File: src/rtl/pwrsem_pkg.sv
package pwrsem_pkg;
    localparam int N_PORT = 3;
    localparam int AW     = 2;

    localparam logic [1:0] OWN_FREE = 2'b00;

    localparam logic [1:0] OFS_SEM  = 2'd0;
    localparam logic [1:0] OFS_PD   = 2'd1;
    localparam logic [1:0] OFS_WAKE = 2'd2;
    localparam logic [1:0] OFS_ERR  = 2'd3;

    typedef enum logic [1:0] {
        SQ_ON,
        SQ_ISOLATE,
        SQ_OFF,
        SQ_SETTLE
    } seq_state_t;
endpackage

File: src/rtl/pwrsem_arb.sv
module pwrsem_arb
    import pwrsem_pkg::*;
(
    input  logic              clk,
    input  logic              rst_n,
    input  logic [N_PORT-1:0] sem_wr,
    input  logic [2*N_PORT-1:0] sem_val,
    input  logic [N_PORT-1:0] pd_wr,
    input  logic [N_PORT-1:0] err_clr,
    output logic [1:0]        sem_q,
    output logic [N_PORT-1:0] owner_oh,
    output logic [N_PORT-1:0] err_q
);
    logic [1:0]        sem_d;
    logic [N_PORT-1:0] err_d;
    logic [N_PORT-1:0] acq_hit;
    logic [N_PORT-1:0] bad_wr;

    always_comb begin
        sem_d   = sem_q;
        acq_hit = '0;
        bad_wr  = '0;
        for (int p = N_PORT - 1; p >= 0; p--) begin
            logic [1:0] code;
            logic [1:0] val;
            code = 2'(p + 1);
            val  = sem_val[2*p +: 2];
            owner_oh[p] = (sem_q == code);
            if (sem_wr[p] && val == code && sem_q == OWN_FREE) begin
                acq_hit[p] = 1'b1;
                sem_d      = code;
            end
            if (sem_wr[p] && val == OWN_FREE && owner_oh[p]) begin
                sem_d = OWN_FREE;
            end
            bad_wr[p] = (sem_wr[p] && ((val == OWN_FREE && !owner_oh[p]) ||
                                       (val != OWN_FREE && val != code))) ||
                        (pd_wr[p] && !owner_oh[p]);
        end
        for (int p = 0; p < N_PORT; p++) begin
            if (bad_wr[p]) begin
                err_d[p] = 1'b1;
            end else if (err_clr[p]) begin
                err_d[p] = 1'b0;
            end else begin
                err_d[p] = err_q[p];
            end
        end
    end

    always_ff @(posedge clk) begin
        if (!rst_n) begin
            sem_q <= OWN_FREE;
            err_q <= '0;
        end else begin
            sem_q <= sem_d;
            err_q <= err_d;
        end
    end

    // RT acquire attempt on a free semaphore always wins
    p_rt_priority_r3: assert property (@(posedge clk) disable iff (!rst_n)
        $past(acq_hit[0]) |-> sem_q == 2'b01);

    // a held semaphore only ever returns to free, never passes directly
    p_owner_release_r5: assert property (@(posedge clk) disable iff (!rst_n)
        ($past(sem_q) != OWN_FREE && sem_q != $past(sem_q)) |-> sem_q == OWN_FREE);

    // leaving free requires an acquire attempt in the previous cycle
    p_acquire_src_r2: assert property (@(posedge clk) disable iff (!rst_n)
        ($past(sem_q) == OWN_FREE && sem_q != OWN_FREE) |-> $past(acq_hit) != '0);

    for (genvar g = 0; g < N_PORT; g++) begin : g_err_chk
        // flag stays set until its own port clears it
        p_err_sticky_r8: assert property (@(posedge clk) disable iff (!rst_n)
            ($past(err_q[g]) && !$past(err_clr[g])) |-> err_q[g]);
    end
endmodule

File: src/rtl/pwrsem_seq.sv
module pwrsem_seq
    import pwrsem_pkg::*;
#(
    parameter int ISO_WAIT   = 2,
    parameter int SETTLE_CYC = 4
) (
    input  logic clk,
    input  logic rst_n,
    input  logic off_req,
    output logic pwr_en,
    output logic iso_en
);
    localparam int MAXW = (ISO_WAIT > SETTLE_CYC) ? ISO_WAIT : SETTLE_CYC;
    localparam int CW   = $clog2(MAXW + 1);

    seq_state_t    state_q, state_d;
    logic [CW-1:0] cnt_q, cnt_d;

    always_comb begin
        state_d = state_q;
        cnt_d   = cnt_q;
        unique case (state_q)
            SQ_ON: begin
                if (off_req) begin
                    state_d = SQ_ISOLATE;
                    cnt_d   = '0;
                end
            end
            SQ_ISOLATE: begin
                if (cnt_q == CW'(ISO_WAIT - 1)) begin
                    state_d = SQ_OFF;
                end else begin
                    cnt_d = cnt_q + 1'b1;
                end
            end
            SQ_OFF: begin
                if (!off_req) begin
                    state_d = SQ_SETTLE;
                    cnt_d   = '0;
                end
            end
            SQ_SETTLE: begin
                if (cnt_q == CW'(SETTLE_CYC - 1)) begin
                    state_d = SQ_ON;
                end else begin
                    cnt_d = cnt_q + 1'b1;
                end
            end
            default: state_d = SQ_ON;
        endcase
    end

    always_ff @(posedge clk) begin
        if (!rst_n) begin
            state_q <= SQ_ON;
            cnt_q   <= '0;
        end else begin
            state_q <= state_d;
            cnt_q   <= cnt_d;
        end
    end

    always_comb begin
        unique case (state_q)
            SQ_ON:      begin pwr_en = 1'b1; iso_en = 1'b0; end
            SQ_ISOLATE: begin pwr_en = 1'b1; iso_en = 1'b1; end
            SQ_OFF:     begin pwr_en = 1'b0; iso_en = 1'b1; end
            SQ_SETTLE:  begin pwr_en = 1'b1; iso_en = 1'b1; end
            default:    begin pwr_en = 1'b1; iso_en = 1'b0; end
        endcase
    end

    // power is removed only after isolation has been held
    p_iso_before_off_r6: assert property (@(posedge clk) disable iff (!rst_n)
        $fell(pwr_en) |-> (iso_en && $past(iso_en)));

    // isolation is released only with power present for at least a cycle
    p_power_before_release_r7: assert property (@(posedge clk) disable iff (!rst_n)
        $fell(iso_en) |-> (pwr_en && $past(pwr_en)));

    // a powered-off domain is always isolated
    p_off_isolated_r6: assert property (@(posedge clk) disable iff (!rst_n)
        !pwr_en |-> iso_en);
endmodule

File: src/rtl/pwrsem_ctrl.sv
module pwrsem_ctrl
    import pwrsem_pkg::*;
#(
    parameter int N_DOM      = 4,
    parameter int ISO_WAIT   = 2,
    parameter int SETTLE_CYC = 4,
    localparam int DW        = (N_DOM > 2) ? N_DOM : 2
) (
    input  logic                 clk,
    input  logic                 rst_n,
    input  logic [N_PORT-1:0]    wr_en,
    input  logic [N_PORT*AW-1:0] wr_addr,
    input  logic [N_PORT*DW-1:0] wr_data,
    input  logic [N_PORT*AW-1:0] rd_addr,
    output logic [N_PORT*DW-1:0] rd_data,
    output logic [N_DOM-1:0]     pwr_en,
    output logic [N_DOM-1:0]     iso_en
);
    logic [N_PORT-1:0]   sem_wr, pd_wr, wake_wr, err_clr;
    logic [2*N_PORT-1:0] sem_val;
    logic [1:0]          sem_q;
    logic [N_PORT-1:0]   owner_oh, err_q;
    logic [N_DOM-1:0]    pd_q, pd_d, wake_all;
    logic                pd_ok;

    always_comb begin
        for (int p = 0; p < N_PORT; p++) begin
            sem_wr[p]  = wr_en[p] && (wr_addr[AW*p +: AW] == OFS_SEM);
            pd_wr[p]   = wr_en[p] && (wr_addr[AW*p +: AW] == OFS_PD);
            wake_wr[p] = wr_en[p] && (wr_addr[AW*p +: AW] == OFS_WAKE);
            err_clr[p] = wr_en[p] && (wr_addr[AW*p +: AW] == OFS_ERR);
            sem_val[2*p +: 2] = wr_data[DW*p +: 2];
        end
    end

    pwrsem_arb i_arb (
        .clk      (clk),
        .rst_n    (rst_n),
        .sem_wr   (sem_wr),
        .sem_val  (sem_val),
        .pd_wr    (pd_wr),
        .err_clr  (err_clr),
        .sem_q    (sem_q),
        .owner_oh (owner_oh),
        .err_q    (err_q)
    );

    always_comb begin
        pd_d     = pd_q;
        pd_ok    = 1'b0;
        wake_all = '0;
        for (int p = 0; p < N_PORT; p++) begin
            if (pd_wr[p] && owner_oh[p]) begin
                pd_d  = wr_data[DW*p +: N_DOM];
                pd_ok = 1'b1;
            end
            if (wake_wr[p]) begin
                wake_all = wake_all | wr_data[DW*p +: N_DOM];
            end
        end
        pd_d = pd_d & ~wake_all;
    end

    always_ff @(posedge clk) begin
        if (!rst_n) begin
            pd_q <= '0;
        end else begin
            pd_q <= pd_d;
        end
    end

    for (genvar d = 0; d < N_DOM; d++) begin : g_dom
        pwrsem_seq #(
            .ISO_WAIT   (ISO_WAIT),
            .SETTLE_CYC (SETTLE_CYC)
        ) i_seq (
            .clk     (clk),
            .rst_n   (rst_n),
            .off_req (pd_q[d]),
            .pwr_en  (pwr_en[d]),
            .iso_en  (iso_en[d])
        );
    end

    always_comb begin
        for (int p = 0; p < N_PORT; p++) begin
            unique case (rd_addr[AW*p +: AW])
                OFS_SEM:  rd_data[DW*p +: DW] = DW'(sem_q);
                OFS_PD:   rd_data[DW*p +: DW] = DW'(pd_q);
                OFS_WAKE: rd_data[DW*p +: DW] = DW'(pwr_en & ~iso_en);
                default:  rd_data[DW*p +: DW] = DW'(err_q[p]);
            endcase
        end
    end

    // a newly set mask bit needs an owner mask write in the previous cycle
    p_pd_owner_only_r4: assert property (@(posedge clk) disable iff (!rst_n)
        (|(pd_q & ~$past(pd_q))) |-> $past(pd_ok));

    // a woken domain never has its mask bit set in the next cycle
    p_wake_clears_r9: assert property (@(posedge clk) disable iff (!rst_n)
        $past(wake_all) != '0 |-> (pd_q & $past(wake_all)) == '0);
endmodule

File: config.mk
export PLATFORM = sky130hd
export DESIGN_NAME = pwrsem_ctrl
export DESIGN_NICKNAME = d
export VERILOG_FILES = /design/src/rtl/pwrsem_pkg.sv /design/src/rtl/pwrsem_arb.sv /design/src/rtl/pwrsem_seq.sv /design/src/rtl/pwrsem_ctrl.sv
export SDC_FILE = /design/constraint.sdc
export NUM_CORES = 1
export LEC_CHECK = 0
export CAP_MARGIN = 20
export CORE_MARGIN = 2
export CORE_UTILIZATION = 58
export CTS_BUF_LIST = sky130_fd_sc_hd__clkbuf_8
export DETAILED_ROUTE_END_ITERATION = 6
export GPL_ROUTABILITY_DRIVEN = 0
export GPL_TIMING_DRIVEN = 1
export PLACE_DENSITY = 0.89
export REMOVE_ABC_BUFFERS = 1
export SETUP_SLACK_MARGIN = 0.1
export SLEW_MARGIN = 20
export SYNTH_ARGS = -nofsm -noshare
export SYNTH_HDL_FRONTEND = slang
export SYNTH_SLANG_ARGS = --single-unit
File: constraint.sdc
create_clock -name clk -period 5.17 [get_ports clk]
set_clock_uncertainty 0.15 [all_clocks]
set_input_delay 1.034 -clock clk [delete_from_list [all_inputs] [get_ports clk]]
set_output_delay 1.034 -clock clk [all_outputs]
set_load 0.05 [all_outputs]
# Word-level counts from Yosys, hierarchy flattened
# Cells that the tools add are included.
[totals] reg_bits=29 input_bits=29 output_inout_bits=20 wordCells=249
[classes] add_sub_neg=4 eq_ne=68 mux=68 bitwise_logic=7 reduce_logical=88
[ops] op="2-to-1 mux 3 bit" count=16
[ops] op="one-hot mux 3 bit (4 select lines)" count=4
[ops] op="== test 2 bit, second input constant" count=21
[ops] op="logical AND 1 bit" count=39
[ops] op="2-to-1 mux 2 bit" count=19
[ops] op="inequality test 2 bit, second input constant" count=18
[ops] op="one-hot mux 4 bit (3 select lines)" count=3
[ops] op="one-hot mux 2 bit (4 select lines)" count=4
[ops] op="AND reduction 4 bit" count=8
[ops] op="zero test 2 bit" count=14
[ops] op="== test 2 x 1 -> 1 bit, second input constant" count=12
[ops] op="2-to-1 mux 4 bit" count=6
[ops] op="OR reduction 3 bit" count=8
[ops] op="inequality test 2 x 1 -> 1 bit, second input constant" count=9
[ops] op="one-hot mux 1 bit (2 select lines)" count=8
[ops] op="adder 3 x 1 -> 3 bit, second input constant" count=4
[ops] op="== test 3 x 1 -> 1 bit, second input constant" count=4
[ops] op="== test 3 x 2 -> 1 bit, second input constant" count=4
[ops] op="nonzero test 2 bit" count=6
[ops] op="bitwise AND 4 bit" count=2
[ops] op="2-to-1 mux 1 bit" count=8
[ops] op="NOT 4 bit" count=2
[ops] op="OR 4 bit" count=2
[ops] op="logical OR 1 bit" count=6
[ops] op="other kinds (6)" count=8

# Depth between registers and ports, before layout
[logic_depth] ltp_word=9 ltp_mapped=6 ltp_nobuf=6

# Hierarchy
# From an unflattened synthesis, not the netlist that was laid out.
[hier_totals] hier_cells=296 hier_area_um2=2483.6
[modules_own_cells] module="pwrsem_seq (g_dom[0].i_seq ...)" n_inst=2 cells_each=43 area_each_um2=387.9 seq_area_each_um2=100.1
[modules_own_cells] module="pwrsem_seq (g_dom[2].i_seq ...)" n_inst=2 cells_each=43 area_each_um2=375.4 seq_area_each_um2=100.1
[modules_own_cells] module="pwrsem_ctrl" n_inst=1 cells_each=78 area_each_um2=628.1 seq_area_each_um2=80.1
[modules_own_cells] module="pwrsem_arb" n_inst=1 cells_each=46 area_each_um2=329.1 seq_area_each_um2=100.1

# Worst setup path after synthesis
# Ideal clock, no wire load.
[synth_path] kind="input port to output port" from="input port rd_addr[0]" to="output port rd_data[1]" t_arrival_ps=2226 required_ps=3986 setup_slack_ps=1760 path_stages=2 n_path_buf=0 cell_sequence="mux2i_1 o21ai_0"
[synth_between] elab_chain_cells=2 elab_cells_between_ends=4 classes_between="eq/ne (2); mux (1); reduce/logical (1)"
[synth_rtl] item="start, declared" line="pwrsem_ctrl.sv:14" source="input logic [N_PORT*AW-1:0] rd_addr,"
[synth_rtl] item="== test 2 bit, or another cell as far along" line="pwrsem_ctrl.sv:87" source="unique case (rd_addr[AW*p +: AW])"
[synth_rtl] item="one-hot mux 4 bit (3 select lines) (*)" line="pwrsem_ctrl.sv:87"
[synth_rtl] item="end, declared" line="pwrsem_ctrl.sv:15" source="output logic [N_PORT*DW-1:0] rd_data,"
# Mark *: on every way between the ends. The rest lies on a longest branch, timed or not.

# Worst setup path in the final report
[layout_path] from="input port rd_addr[2]" to="output port rd_data[5]"
# Same word-level chain as after synthesis.

==> results list <==
- Aggregate negative setup slack: 0 ns
* Highest net fanout along the worst path: 4
- Headroom to the max-slew limit came out at 0.444.
- Leaving out fill and tap cells, the most frequent cell in the layout is clkdlybuf4s50_1.
- In the final routed layout, each cell accounts on average for 15.2 um.
- Clock tree from TritonCTS: yes
- In this run the remaining antenna-violating nets after routing total 0.
- Async SR Flop Fraction: 0
- Clock sink count: 29
- Summed over all cells, the static leakage comes to 0.00122 uW.
- The number of antenna violations at the first check in global routing is 0.
- Data on the critical path arrives at its endpoint at around 2.9 ns.
- Power density of the placed cells: 308 nW/um2
- For this run, the top clock speed supported by timing is 243 MHz.
- Total of cells resized after clock tree synthesis: 0
* Setup repair after global routing missed its margin: false
* Top cells by area in the synthesized netlist: dfxtp_1 24%, ha_1 19%, mux2i_1 7.0%, inv_1 6.2%, nand2_1 4.7%
- Post-synthesis area per instance: 8.12 um2
- Drt drc: 0
- Stage delay of the slowest cell on the critical path: 0.84 ns
* Root Driver: clkbuf_8
- For this run, the detailed router's first-pass iteration total came to 4.
- Beginning of the critical path: rd_addr[2]
- CP endpoint kind: primary output
- Counting flops and latches in the post-synthesis netlist gives 29.
- DR iter-0 viols: 133
- The worst-case IR drop observed on VDD is 0.181 mV.
- Setup violations remaining at the end of the flow were counted as 0.
- The critical path runs through a total of 5 cells.
- The first global-routing pass estimated a little under 10000 um of wire.
- In this run the standard cell core region covers 4000 um2.
- Number of I/O port buffers: 48
- In this run the deepest clock path goes through 2 buffers.
* Total global routing overflow: 0
- Share of the synthesized area in the top cell type: 0.240
- In the final layout, the share of cells above drive strength 1 is 0.0409.
- Floorplan die area: between 4000 and 5000 um2
- Entering global routing, the biggest net connects 24 pins.
- The final max-slew violation count is 0.
- Type of the tightest min-delay check: reg2reg
- Endpoint of the worst setup timing path: rd_data[5]
* Buffers inserted by post-CTS timing repair: 0
- Crit Reg-Reg Endpoint: g_dom[1].i_seq.cnt_q[1]
* Number of flops mapped to enable cells by yosys: 0
- In the routed layout, each cell is associated on average with a via count of about 5.8.
- Reg2Reg Setup Slack: 2.98 ns
* Vias in the first global route: around 2200
* Most frequent cells in the layout: 48 x clkdlybuf4s50_1, 41 x inv_1, 36 x ha_1
- Number of cells on the worst reg-to-reg path: 6
* Number of cells produced by synthesis: 298
* Row cnt: 23
- Skew-Pair Late Insertion Delay: 0.29 ns
- The total count of hold-check failures in the final report came to 0.
- HPWL after detailed placement: 4490 um
* Run status: finished, final reports clean
- At the pin with the least slew margin, the transition time is 0.834 ns.
- In this run the horizontal extent of the chip is ~70 um.
- Final critical delay including setup and external delays: ~4.1 ns
- By instance count, the cell type seen most on the critical path is clkdlybuf4s50_1.
- For this run, the total global-route usage over all layers was measured as 0.286.
- Count of pins on the block boundary: between 40 and 50
* Cell depth of the worst hold path: 2
* CP Launch Type: input pin
* Cell family with the largest share of critical-path delay: buffers and inverters
- Worst-path clk slew: 0.07 ns
* Via total after detailed routing: 2275
* DP Worst Slack: 1.10 ns
- Dividing the final minimum period by the clock period gives 0.796.
* Worst setup margin: 1.06 ns
* N_diodes: 0
- Synthesized area: 2420 um2
- Data on the critical path is required at its endpoint by 3.99 ns.
- Sequential-to-total area share from yosys stat: 0.240
- Wirelength, routed: 5970 um
* Cts-stage hold buffer count: 0
- After the last flow step, the layout net total stands at 406.
- The critical path contains buffers and inverters numbering 2 combined.
- The biggest area contributor in the post-synthesis netlist is dfxtp_1.
- The layout has about 290 filler cells.
- TritonCTS created 5 clock buffers.
* Cell at the slowest stage of the critical path: clkdlybuf4s50_1
- Worst flop-to-flop path startpoint: g_dom[1].i_seq.state_q[0]
- Cells traversed along the worst timing path: clkdlybuf4s50_1, nor2b_1, nand2_1, o21ai_0, clkdlybuf4s50_1
* Yosys cell types: 39
* Number of max-capacitance violations reported: 0
- Area grow syn2layout: 24.0%
- The H-tree generated during clock tree synthesis spans 2 levels.
- Chip Height: roughly 69 um
* Primary FF master, synth: dfxtp_1
- The critical path is of the in2out type.
- Number of synthesis warnings: 0
- The initial utilization of the core area, before any placement, comes to 0.605.
sequential cells by signal, summed over array words and instances (netlist names):
signal and count:
g_dom.i_seq.cnt_q 12, g_dom.i_seq.state_q 8, pd_q 4, i_arb.err_q 3, i_arb.sem_q 2
synth_stat cells, types with 3 or more instances:
cell type	instances
a21oi_1	12
or3_1	9
o221a_2	3
a31oi_1	4
a2111oi_0	3
mux4_2	3
ha_1	36
nor2_1	26
nand4_1	3
nand2b_1	4
o21ai_0	17
inv_1	40
dfxtp_1	29
nand3_1	4
a211oi_1	5
nor2b_1	11
buf_4	8
mux2i_1	17
a22o_1	4
nand3b_1	4
nand2_1	30
per-layer routing:
metal / GRT usage / share of wire / wire length [um] / up-vias
li1: - / - / - / 1116
met1: 0.319 / 0.40 / 2410 / 1055
met2: 0.500 / 0.50 / 2960 / 89
met3: 0.0731 / 0.074 / 443 / 15
met4: 0.145 / 0.026 / 155 / 0
met5: 0 / 0 / 0 / -
per-stage QoR:
stage,total power (uW),utilization,hold slack [ns],cells,area (um2)
final,924,0.751,0.323,392,3000
after global routing,975,0.751,0.349,392,3000
after CTS,928,0.751,0.326,392,3000
after detailed placement,677,0.722,0.316,384,2890
after global placement,663,0.722,0.306,384,2890
after floorplan,542,-,0.283,286,2340
cells by family (layout without fill, tap and decap cells):
kind of cell,Yosys count,after routing,share of synthesized area
compound gates,59,59,0.165
buf+inv,52,96,0.0941
mux,21,21,0.104
flops,29,29,0.240
simple gates,101,101,0.211
fa+ha+maj,36,36,0.186
where the power goes:
part           switching (uW)  internal, uW  total, uW
clock network            93.6           155        249
registers                20.2           240        260
logic                     255           161        415
worst min-delay path, cell delays in order (launching register included):
cell and delay [ns]:
dfxtp_1 0.32, nand2_1 0.05, a21oi_1 0.05
worst min-delay path by stage:
stage / slack, ns / end / start
after global placement: 0.31 / g_dom[1].i_seq.cnt_q[2] / g_dom[1].i_seq.cnt_q[2]
after floorplan: 0.28 / i_arb.err_q[2] / i_arb.err_q[2]
after detailed placement: 0.32 / g_dom[3].i_seq.cnt_q[1] / g_dom[3].i_seq.cnt_q[1]
after CTS: 0.33 / g_dom[3].i_seq.cnt_q[1] / g_dom[3].i_seq.cnt_q[1]
final: 0.32 / i_arb.err_q[2] / i_arb.err_q[2]
after global routing: 0.35 / g_dom[1].i_seq.cnt_q[2] / g_dom[1].i_seq.cnt_q[2]
layout make-up:
type | count | area, um2 | share of cell area
Multi-Input combinational cell | 217 | 1610 | 0.537
Sequential cell | 29 | 581 | 0.193
Timing Repair Buffer | 48 | 480 | 0.160
Inverter | 40 | 150 | 0.0500
Clock buffer | 6 | 82.6 | 0.0275
Tap cell | 50 | 62.6 | 0.0208
Clock inverter | 2 | 33.8 | 0.0113
No activity file was read; power rests on OpenSTA's default activity.
